$ cat src/rtl/strand_pause_pkg.sv
package strand_pause_pkg;

  typedef enum logic [1:0] {
    WR_NONE  = 2'd0,
    WR_ZERO  = 2'd1,
    WR_SHORT = 2'd2,
    WR_LONG  = 2'd3
  } wr_kind_e;

endpackage

$ cat src/rtl/pause_decode.sv
module pause_decode
  import strand_pause_pkg::*;
#(
  parameter int DATA_W = 64,
  parameter int SHIFT  = 3,
  localparam int CNT_W = DATA_W - SHIFT
) (
  input  logic              wr_valid_i,
  input  logic [DATA_W-1:0] wr_data_i,
  output wr_kind_e          kind_o,
  output logic [CNT_W-1:0]  load_val_o
);

  logic [CNT_W-1:0] units;
  logic             frac_nz;

  assign units      = wr_data_i[DATA_W-1:SHIFT];
  assign frac_nz    = |wr_data_i[SHIFT-1:0];
  assign load_val_o = units;

  always_comb begin
    if (!wr_valid_i)    kind_o = WR_NONE;
    else if (|units)    kind_o = WR_LONG;
    else if (frac_nz)   kind_o = WR_SHORT;
    else                kind_o = WR_ZERO;
  end

endmodule

$ cat src/rtl/pause_prescaler.sv
module pause_prescaler #(
  parameter int SHIFT = 3
) (
  input  logic clk_i,
  input  logic rst_ni,
  input  logic clr_i,
  input  logic en_i,
  output logic tick_o
);

  logic [SHIFT-1:0] pre_q;

  always_ff @(posedge clk_i or negedge rst_ni) begin
    if (!rst_ni)    pre_q <= '0;
    else if (clr_i) pre_q <= '0;
    else if (en_i)  pre_q <= pre_q + 1'b1;
  end

  assign tick_o = en_i && (pre_q == '1);

  // any load or trap restarts the phase
  a_r7_phase_restart: assert property (@(posedge clk_i) disable iff (!rst_ni)
    clr_i |=> pre_q == '0);

  // phase advances by one per enabled cycle
  a_r2_phase_step: assert property (@(posedge clk_i) disable iff (!rst_ni)
    en_i && !clr_i |=> pre_q == SHIFT'($past(pre_q) + 1'b1));

endmodule

$ cat src/rtl/pause_counter.sv
module pause_counter #(
  parameter int CNT_W = 61
) (
  input  logic             clk_i,
  input  logic             rst_ni,
  input  logic             clr_i,
  input  logic             load_i,
  input  logic [CNT_W-1:0] load_val_i,
  input  logic             dec_i,
  output logic             zero_o,
  output logic             last_o
);

  logic [CNT_W-1:0] cnt_q;

  always_ff @(posedge clk_i or negedge rst_ni) begin
    if (!rst_ni)     cnt_q <= '0;
    else if (clr_i)  cnt_q <= '0;
    else if (load_i) cnt_q <= load_val_i;
    else if (dec_i)  cnt_q <= cnt_q - 1'b1;
  end

  assign zero_o = (cnt_q == '0);
  assign last_o = (cnt_q == CNT_W'(1));

  a_r2_no_underflow: assert property (@(posedge clk_i) disable iff (!rst_ni)
    dec_i |-> !zero_o);

  a_r2_unit_step: assert property (@(posedge clk_i) disable iff (!rst_ni)
    dec_i && !load_i && !clr_i |=> cnt_q == $past(cnt_q) - 1'b1);

  a_r8_full_load: assert property (@(posedge clk_i) disable iff (!rst_ni)
    load_i && !clr_i |=> cnt_q == $past(load_val_i));

  a_r6_trap_clears: assert property (@(posedge clk_i) disable iff (!rst_ni)
    clr_i |=> zero_o);

endmodule

$ cat src/rtl/strand_pause_timer.sv
module strand_pause_timer
  import strand_pause_pkg::*;
#(
  parameter int DATA_W = 64,
  parameter int SHIFT  = 3,
  localparam int CNT_W = DATA_W - SHIFT
) (
  input  logic              clk_i,
  input  logic              rst_ni,
  input  logic              wr_valid_i,
  input  logic [DATA_W-1:0] wr_data_i,
  input  logic              trap_i,
  output logic              stall_o
);

  wr_kind_e         kind;
  logic [CNT_W-1:0] load_val;
  logic             load, pre_clr, pre_en, tick;
  logic             cnt_zero, cnt_last;
  logic             stall_q, stall_d;

  pause_decode #(.DATA_W(DATA_W), .SHIFT(SHIFT)) u_decode (
    .wr_valid_i (wr_valid_i),
    .wr_data_i  (wr_data_i),
    .kind_o     (kind),
    .load_val_o (load_val)
  );

  assign load    = (kind != WR_NONE) && !trap_i;
  assign pre_clr = trap_i || load;
  // only whole units advance the phase; a short stall leaves it at zero
  assign pre_en  = stall_q && !cnt_zero;

  pause_prescaler #(.SHIFT(SHIFT)) u_prescaler (
    .clk_i  (clk_i),
    .rst_ni (rst_ni),
    .clr_i  (pre_clr),
    .en_i   (pre_en),
    .tick_o (tick)
  );

  pause_counter #(.CNT_W(CNT_W)) u_counter (
    .clk_i      (clk_i),
    .rst_ni     (rst_ni),
    .clr_i      (trap_i),
    .load_i     (load),
    .load_val_i (load_val),
    .dec_i      (tick),
    .zero_o     (cnt_zero),
    .last_o     (cnt_last)
  );

  always_comb begin
    if (trap_i)                    stall_d = 1'b0;
    else if (load)                 stall_d = (kind != WR_ZERO);
    else if (!stall_q)             stall_d = 1'b0;
    else if (cnt_zero)             stall_d = 1'b0;
    else if (tick && cnt_last)     stall_d = 1'b0;
    else                           stall_d = 1'b1;
  end

  always_ff @(posedge clk_i or negedge rst_ni) begin
    if (!rst_ni) stall_q <= 1'b0;
    else         stall_q <= stall_d;
  end

  assign stall_o = stall_q;

  a_r1_idle_clean: assert property (@(posedge clk_i) disable iff (!rst_ni)
    !stall_o |-> cnt_zero);

  a_r6_trap_ends: assert property (@(posedge clk_i) disable iff (!rst_ni)
    trap_i |=> !stall_o);

  a_r5_zero_write: assert property (@(posedge clk_i) disable iff (!rst_ni)
    wr_valid_i && !trap_i && (wr_data_i == '0) |=> !stall_o);

  a_r4_short_start: assert property (@(posedge clk_i) disable iff (!rst_ni)
    wr_valid_i && !trap_i && (wr_data_i != '0) |=> stall_o);

  a_r4_short_one_cycle: assert property (@(posedge clk_i) disable iff (!rst_ni)
    stall_o && cnt_zero && !wr_valid_i && !trap_i |=> !stall_o);

  a_r2_hold: assert property (@(posedge clk_i) disable iff (!rst_ni)
    stall_o && !cnt_zero && !tick && !wr_valid_i && !trap_i |=> stall_o);

endmodule

$ cat config.mk
export PLATFORM = sky130hd
export DESIGN_NAME = strand_pause_timer
export DESIGN_NICKNAME = d
export VERILOG_FILES = /design/src/rtl/strand_pause_pkg.sv /design/src/rtl/pause_decode.sv /design/src/rtl/pause_prescaler.sv /design/src/rtl/pause_counter.sv /design/src/rtl/strand_pause_timer.sv
export SDC_FILE = /design/constraint.sdc
export NUM_CORES = 1
export LEC_CHECK = 0
export BUFFER_PORTS_ARGS = -buffer_cell sky130_fd_sc_hd__buf_2
export CAP_MARGIN = 10
export CORE_ASPECT_RATIO = 1.4
export CORE_MARGIN = 1.5
export CORE_UTILIZATION = 55
export DETAILED_ROUTE_END_ITERATION = 6
export GPL_TIMING_DRIVEN = 0
export PLACE_DENSITY = 0.8
export SYNTH_ARGS = -nofsm -noshare
export SYNTH_HDL_FRONTEND = slang
export SYNTH_SLANG_ARGS = --single-unit
$ cat constraint.sdc
create_clock -name clk_i -period 6.5 [get_ports clk_i]
set_clock_uncertainty 0.05 [all_clocks]
set_input_delay 1.3 -clock clk_i [delete_from_list [all_inputs] [get_ports clk_i]]
set_output_delay 1.3 -clock clk_i [all_outputs]
set_load 0.03 [all_outputs]
# Yosys cells after proc, flatten, opt, wreduce, memory -nomap -nowiden
# Index checks and enable logic that the tools add are counted.
# Widths: inputs -> output; s select.
# totals
ff_bits	65
input_bits	68
elab_cells	34
output_inout_bits	1
# op_classes
add_sub_neg	2
n_eq_ne	3
reduce_logical	13
muxes	13
# op_table
operator	n
$mux 61	3
$eq 61x1->1 const B	1
$logic_not 61->1	1
$reduce_or 61->1	1
$sub 61x1->61 const B	1
$mux 2	3
$mux 3	2
$mux 1	5
$logic_and 1x1->1	4
$reduce_bool 2->1	2
$add 3x1->3 const B	1
$eq 3x3->1 const B	1
$reduce_bool 3->1	1
$reduce_or 3->1	1
$logic_not 1->1	2
$ne 2x1->1 const B	1
$logic_or 1x1->1	1

# Logic depth before layout (Yosys ltp)
# logic_depth
depth_word	10
ltp_mapped	11
mapped_depth_nobuf	8

# Cells and area by module
# A second synthesis with hierarchy kept.
# unflattened
hier_cells	577
hier_area_um2	4903.5
# by_module_without_submodules
mod	cells_per_inst	seq_area_each_um2	n_inst	area_each_um2
pause_counter	470	1526.5	1	4063.9
pause_decode	86	0.0	1	624.3
pause_prescaler	12	75.1	1	147.6
strand_pause_timer	9	25.0	1	67.6

# Worst setup path after synthesis
# OpenSTA, ideal clock, no wires.
# synth_path
kind	register to register
start	register u_counter.cnt_q[5]
end	register u_counter.cnt_q[55]
synth_period_minus_slack_ns	2.751
stages_incl_launch_ff	7
setup_time_ns	0.124
required_time_ns	6.326
n_path_buf	0
setup_slack_ns	3.749
t_arrival_ns	2.577
cell_sequence	dfrtp_1 -> or4_4 -> nor4_4 -> nand3_2 -> or3_1 -> o31a_1 -> o31a_1
# synth_via
elab_chain_len	5
word_cells_on_any_way	9
cone_classes	1 x add/sub; 3 x mux; 5 x reduce/logical
# synth_rtl
element	line	rtl
from (decl)	pause_counter.sv:14	logic [CNT_W-1:0] cnt_q;
from (signal assigned)	pause_counter.sv:19	else if (load_i) cnt_q <= load_val_i;
from (signal assigned)	pause_counter.sv:20	else if (dec_i) cnt_q <= cnt_q - 1'b1;
branches (longest 5 deep; another with $sub 61x1->61)	--	
# Several ways; the timed one is not identified. The select of a mux whose other input is x is not followed.
# A chain may end at the register's enable or synchronous reset.

# Worst setup path after layout
# layout_path
start	register u_counter.cnt_q[37]
end	register u_counter.cnt_q[52]
# Same word-level chain as after synthesis.

==> summary.log <==
INFO  status         run_status=finished, violations left
INFO  status         violations=DRC
INFO  synthesis      synth-edff-count=0
INFO  route          route.final.wire_length=20.4mm
INFO  synthesis      synth-main-ff-cell=sky130_fd_sc_hd__dfrtp_1
INFO  timing         finalWorstPathRequiredPeriod=3.84ns
INFO  setup_path     critPathMaxFanout=10
INFO  min_path       worstHoldEndpoint=u_counter.cnt_q[25]$_DFFE_PN0P_
INFO  synthesis      seq_area_frac_synth=0.350
INFO  synthesis      synth.mux.area_fraction=0.00431
INFO  route          vias_per_cell=7.61
INFO  layout         final_area=5400squm
INFO  power          peakVddDrop=153uV
INFO  grt            antenna_found_initial=0
INFO  setup_path     rrSetupSlack=2.66ns
INFO  min_path       whs_path_depth=2
INFO  route          drc=75
INFO  die            initial_core_util=0.566
INFO  power          power-per-cell-area=219nW/um^2
INFO  synthesis      ys_warn_count=0
INFO  timing         timing.fmax=260MHz
INFO  grt            grt_use_total=0.469
INFO  die            die_area=9010squm
INFO  synthesis      synth_async_sr_flop_share=1.00
INFO  setup_path     path_class=reg2reg
INFO  timing         hold_ws=0.492ns
INFO  placed_design  postPlaceCellArea=5110squm
INFO  synthesis      yosys_reg_bits=65
INFO  route          detail_route.wirelength.met1=6.92mm
INFO  synthesis      syn-num-nets=647
INFO  timing         rsz0062_at_grt=false
INFO  timing         setup_total_negative_slack=0ns
INFO  grt            grt_overflow_total=0
INFO  layout         nNetsFinal=726
INFO  setup_path     critical_path_required=6.64ns
INFO  synthesis      synthCells=574
INFO  synthesis      mappedNetlistArea=4640squm
INFO  clock_tree     cts_inserted_buffers=9
INFO  setup_path     critPathLaunchType=register
INFO  grt            grt_pass1_wl=30.9mm
INFO  layout         final_common_cell=sky130_fd_sc_hd__buf_2
INFO  run            maxCapViolCount=0
INFO  layout         post-route-util=0.659
INFO  min_path       hold_crit_path_type=reg2reg
INFO  grt            vias_in_the_first_global_route=5630
INFO  synthesis      compound_gate_fraction_of_synth_area=0.203
INFO  placed_design  place_congestion=1.04
INFO  setup_path     r2r-start=u_counter.cnt_q[37]$_DFFE_PN0P_
INFO  layout         flow.area_growth_from_synthesis=16.4%
INFO  die            core.rowCount=39
INFO  route          met3RoutedLength=2.71mm
INFO  layout         commonest_non_fill_non_tap_cells_in_the_layout=sky130_fd_sc_hd__buf_2, sky130_fd_sc_hd__dfrtp_1, sky130_fd_sc_hd__nor2_1
INFO  synthesis      synth_simple_gate_area_frac=0.362
INFO  clock_tree     post_cts_resized=0
INFO  synthesis      yosys.area_share.xor_xnor=0.0113
INFO  clock_tree     cts_hold_repair.buffers=0
INFO  clock_tree     clockBufferDepth=2
INFO  die            boundaryPins=69
INFO  setup_path     r2r_cells=7
INFO  timing         setup_violations=0
INFO  timing         slew_headroom=0.226
INFO  route          drt-wirelength-per-cell=26.8um
INFO  die            chip_width=80.6um
INFO  placed_design  detailedPlacementHpwl=14.3mm
INFO  timing         slew_viol_final=0
INFO  setup_path     worstSetupEndpointType=register
INFO  clock_tree     clk_pin_slew=0.06ns
INFO  setup_path     critPathArrivalTime=3.98ns
INFO  clock_tree     clock_tree_root=sky130_fd_sc_hd__clkbuf_16
INFO  timing         max_slew.worst_pin.slew=1.15ns
INFO  setup_path     rr_endpoint=u_counter.cnt_q[52]$_DFFE_PN0P_
INFO  clock_tree     cts_tree=done
INFO  route          wl_met2=9.05mm
INFO  route          dr.pass1.iters=7
INFO  die            core-area=8200squm
INFO  layout         share_of_final_layout_standard_cells_stronger_than_drive_strength_1=0.164
INFO  timing         final_hold_viol_count=0
INFO  clock_tree     cts.sinks=65
INFO  clock_tree     cts_htree_levels=3
INFO  grt            grt_start_max_net_pins=66
INFO  route          iteration_0_drc_markers=953
INFO  synthesis      yosys.area_share.adder=0.0135
INFO  timing         layout_worst_path_cycle_share=0.592
INFO  placed_design  port_buffers=67
INFO  die            die_y_extent=112um
INFO  route          vias=5784
INFO  power          p_leak=2.10nW
INFO  synthesis      synth_top_family_by_area=simple AND/OR/NAND/NOR gates
INFO  clock_tree     cts_setup_buffers=0
INFO  route          topRoutingLayerUsed=met4
INFO  route          antenna_left=0
INFO  clock_tree     clock_insertion_delay_worst_skew=0.34ns
INFO  synthesis      mean_cell_area_of_the_mapped_netlist=8.08squm
INFO  synthesis      synth_cell_type_count=55
INFO  min_path       holdCritStartpoint=u_counter.cnt_q[25]$_DFFE_PN0P_
INFO  layout         diodes=0
==> worst max-delay path by stage <==
stage | from | endpoint | slack (ns) | cells after the start
3_5_place_dp | u_counter.cnt_q[37]$_DFFE_PN0P_ | u_counter.cnt_q[52]$_DFFE_PN0P_ | 2.90 | 7
6_report | u_counter.cnt_q[37]$_DFFE_PN0P_ | u_counter.cnt_q[52]$_DFFE_PN0P_ | 2.66 | 7
2_1_floorplan | u_counter.cnt_q[5]$_DFFE_PN0P_ | u_counter.cnt_q[55]$_DFFE_PN0P_ | 3.75 | 6
3_3_place_gp | u_counter.cnt_q[37]$_DFFE_PN0P_ | u_counter.cnt_q[51]$_DFFE_PN0P_ | 2.93 | 7
5_1_grt | u_counter.cnt_q[37]$_DFFE_PN0P_ | u_counter.cnt_q[51]$_DFFE_PN0P_ | 2.50 | 7
4_1_cts | u_counter.cnt_q[37]$_DFFE_PN0P_ | u_counter.cnt_q[52]$_DFFE_PN0P_ | 2.86 | 7
==> metal layers <==
layer,GRT usage,vias to the layer above
met2,0.692,581
li1,-,2406
met1,0.565,2639
met4,0.362,0
met5,0,-
met3,0.132,158
==> stage by stage <==
stage               setup WS [ns]  power [mW]  cells
floorplan                    3.75       0.581    574
global placement             2.93       0.670    743
detailed placement           2.90       0.677    744
CTS                          2.86        1.16    760
global route                 2.50        1.21    760
finish                       2.66        1.18    760
==> layout make-up <==
| type | count | area, sq um |
|---|---|---|
| Fill cell | 719 | 2800 |
| Multi-Input combinational cell | 446 | 2760 |
| Sequential cell | 65 | 1630 |
| Timing Repair Buffer | 68 | 343 |
| Clock buffer | 13 | 250 |
| Buffer | 48 | 199 |
| Tap cell | 102 | 128 |
| Inverter | 15 | 56.3 |
| Clock inverter | 3 | 40.0 |
==> power breakdown <==
group          leakage (nW)  switching (mW)  internal (mW)
sequential            0.861          0.0295          0.428
combinational          1.10           0.151         0.0752
clock                 0.144           0.190          0.307
total                  2.10           0.371          0.810
==> kinds of logic after synthesis <==
| logic type | after synthesis |
|---|---|
| flip-flops | 65 |
| AO/OA/AOI/OAI | 135 |
| XOR/XNOR | 6 |
| adder cells (fa/ha/maj) | 5 |
| AND/OR/NAND/NOR | 298 |
| multiplexers | 2 |
| buffers and inverters | 63 |
==> sequential cells by signal, summed over array words and instances (netlist names) <==
name,count
stall_o,1
u_counter.cnt_q,61
u_prescaler.pre_q,3
==> worst max-delay path, cell delays in order, from the launching register on <==
cell and delay, ns:
sky130_fd_sc_hd__dfrtp_1 0.44, sky130_fd_sc_hd__nor4_1 0.44, sky130_fd_sc_hd__nand3_1 0.30, sky130_fd_sc_hd__nor4_2 1.00, sky130_fd_sc_hd__nand3_2 0.26, sky130_fd_sc_hd__a21oi_1 0.33
sky130_fd_sc_hd__clkbuf_1 0.64, sky130_fd_sc_hd__o22ai_1 0.21
==> synthesized netlist by cell type, drive strengths merged (9+ instances only) <==
master,number,share of area
and3,9,0.012
o22ai,19,0.026
o21ai,16,0.017
or4,17,0.029
a21oi,25,0.027
nand3,15,0.018
a211oi,13,0.021
buf,12,0.014
dfrtp,65,0.35
a311oi,21,0.040
or3,27,0.036
nor2,61,0.049
nor4,54,0.079
nor3,29,0.034
nand4,16,0.022
nand2,38,0.031
inv,15,0.012
clkbuf,36,0.029
(Power assumes the default switching activity.)
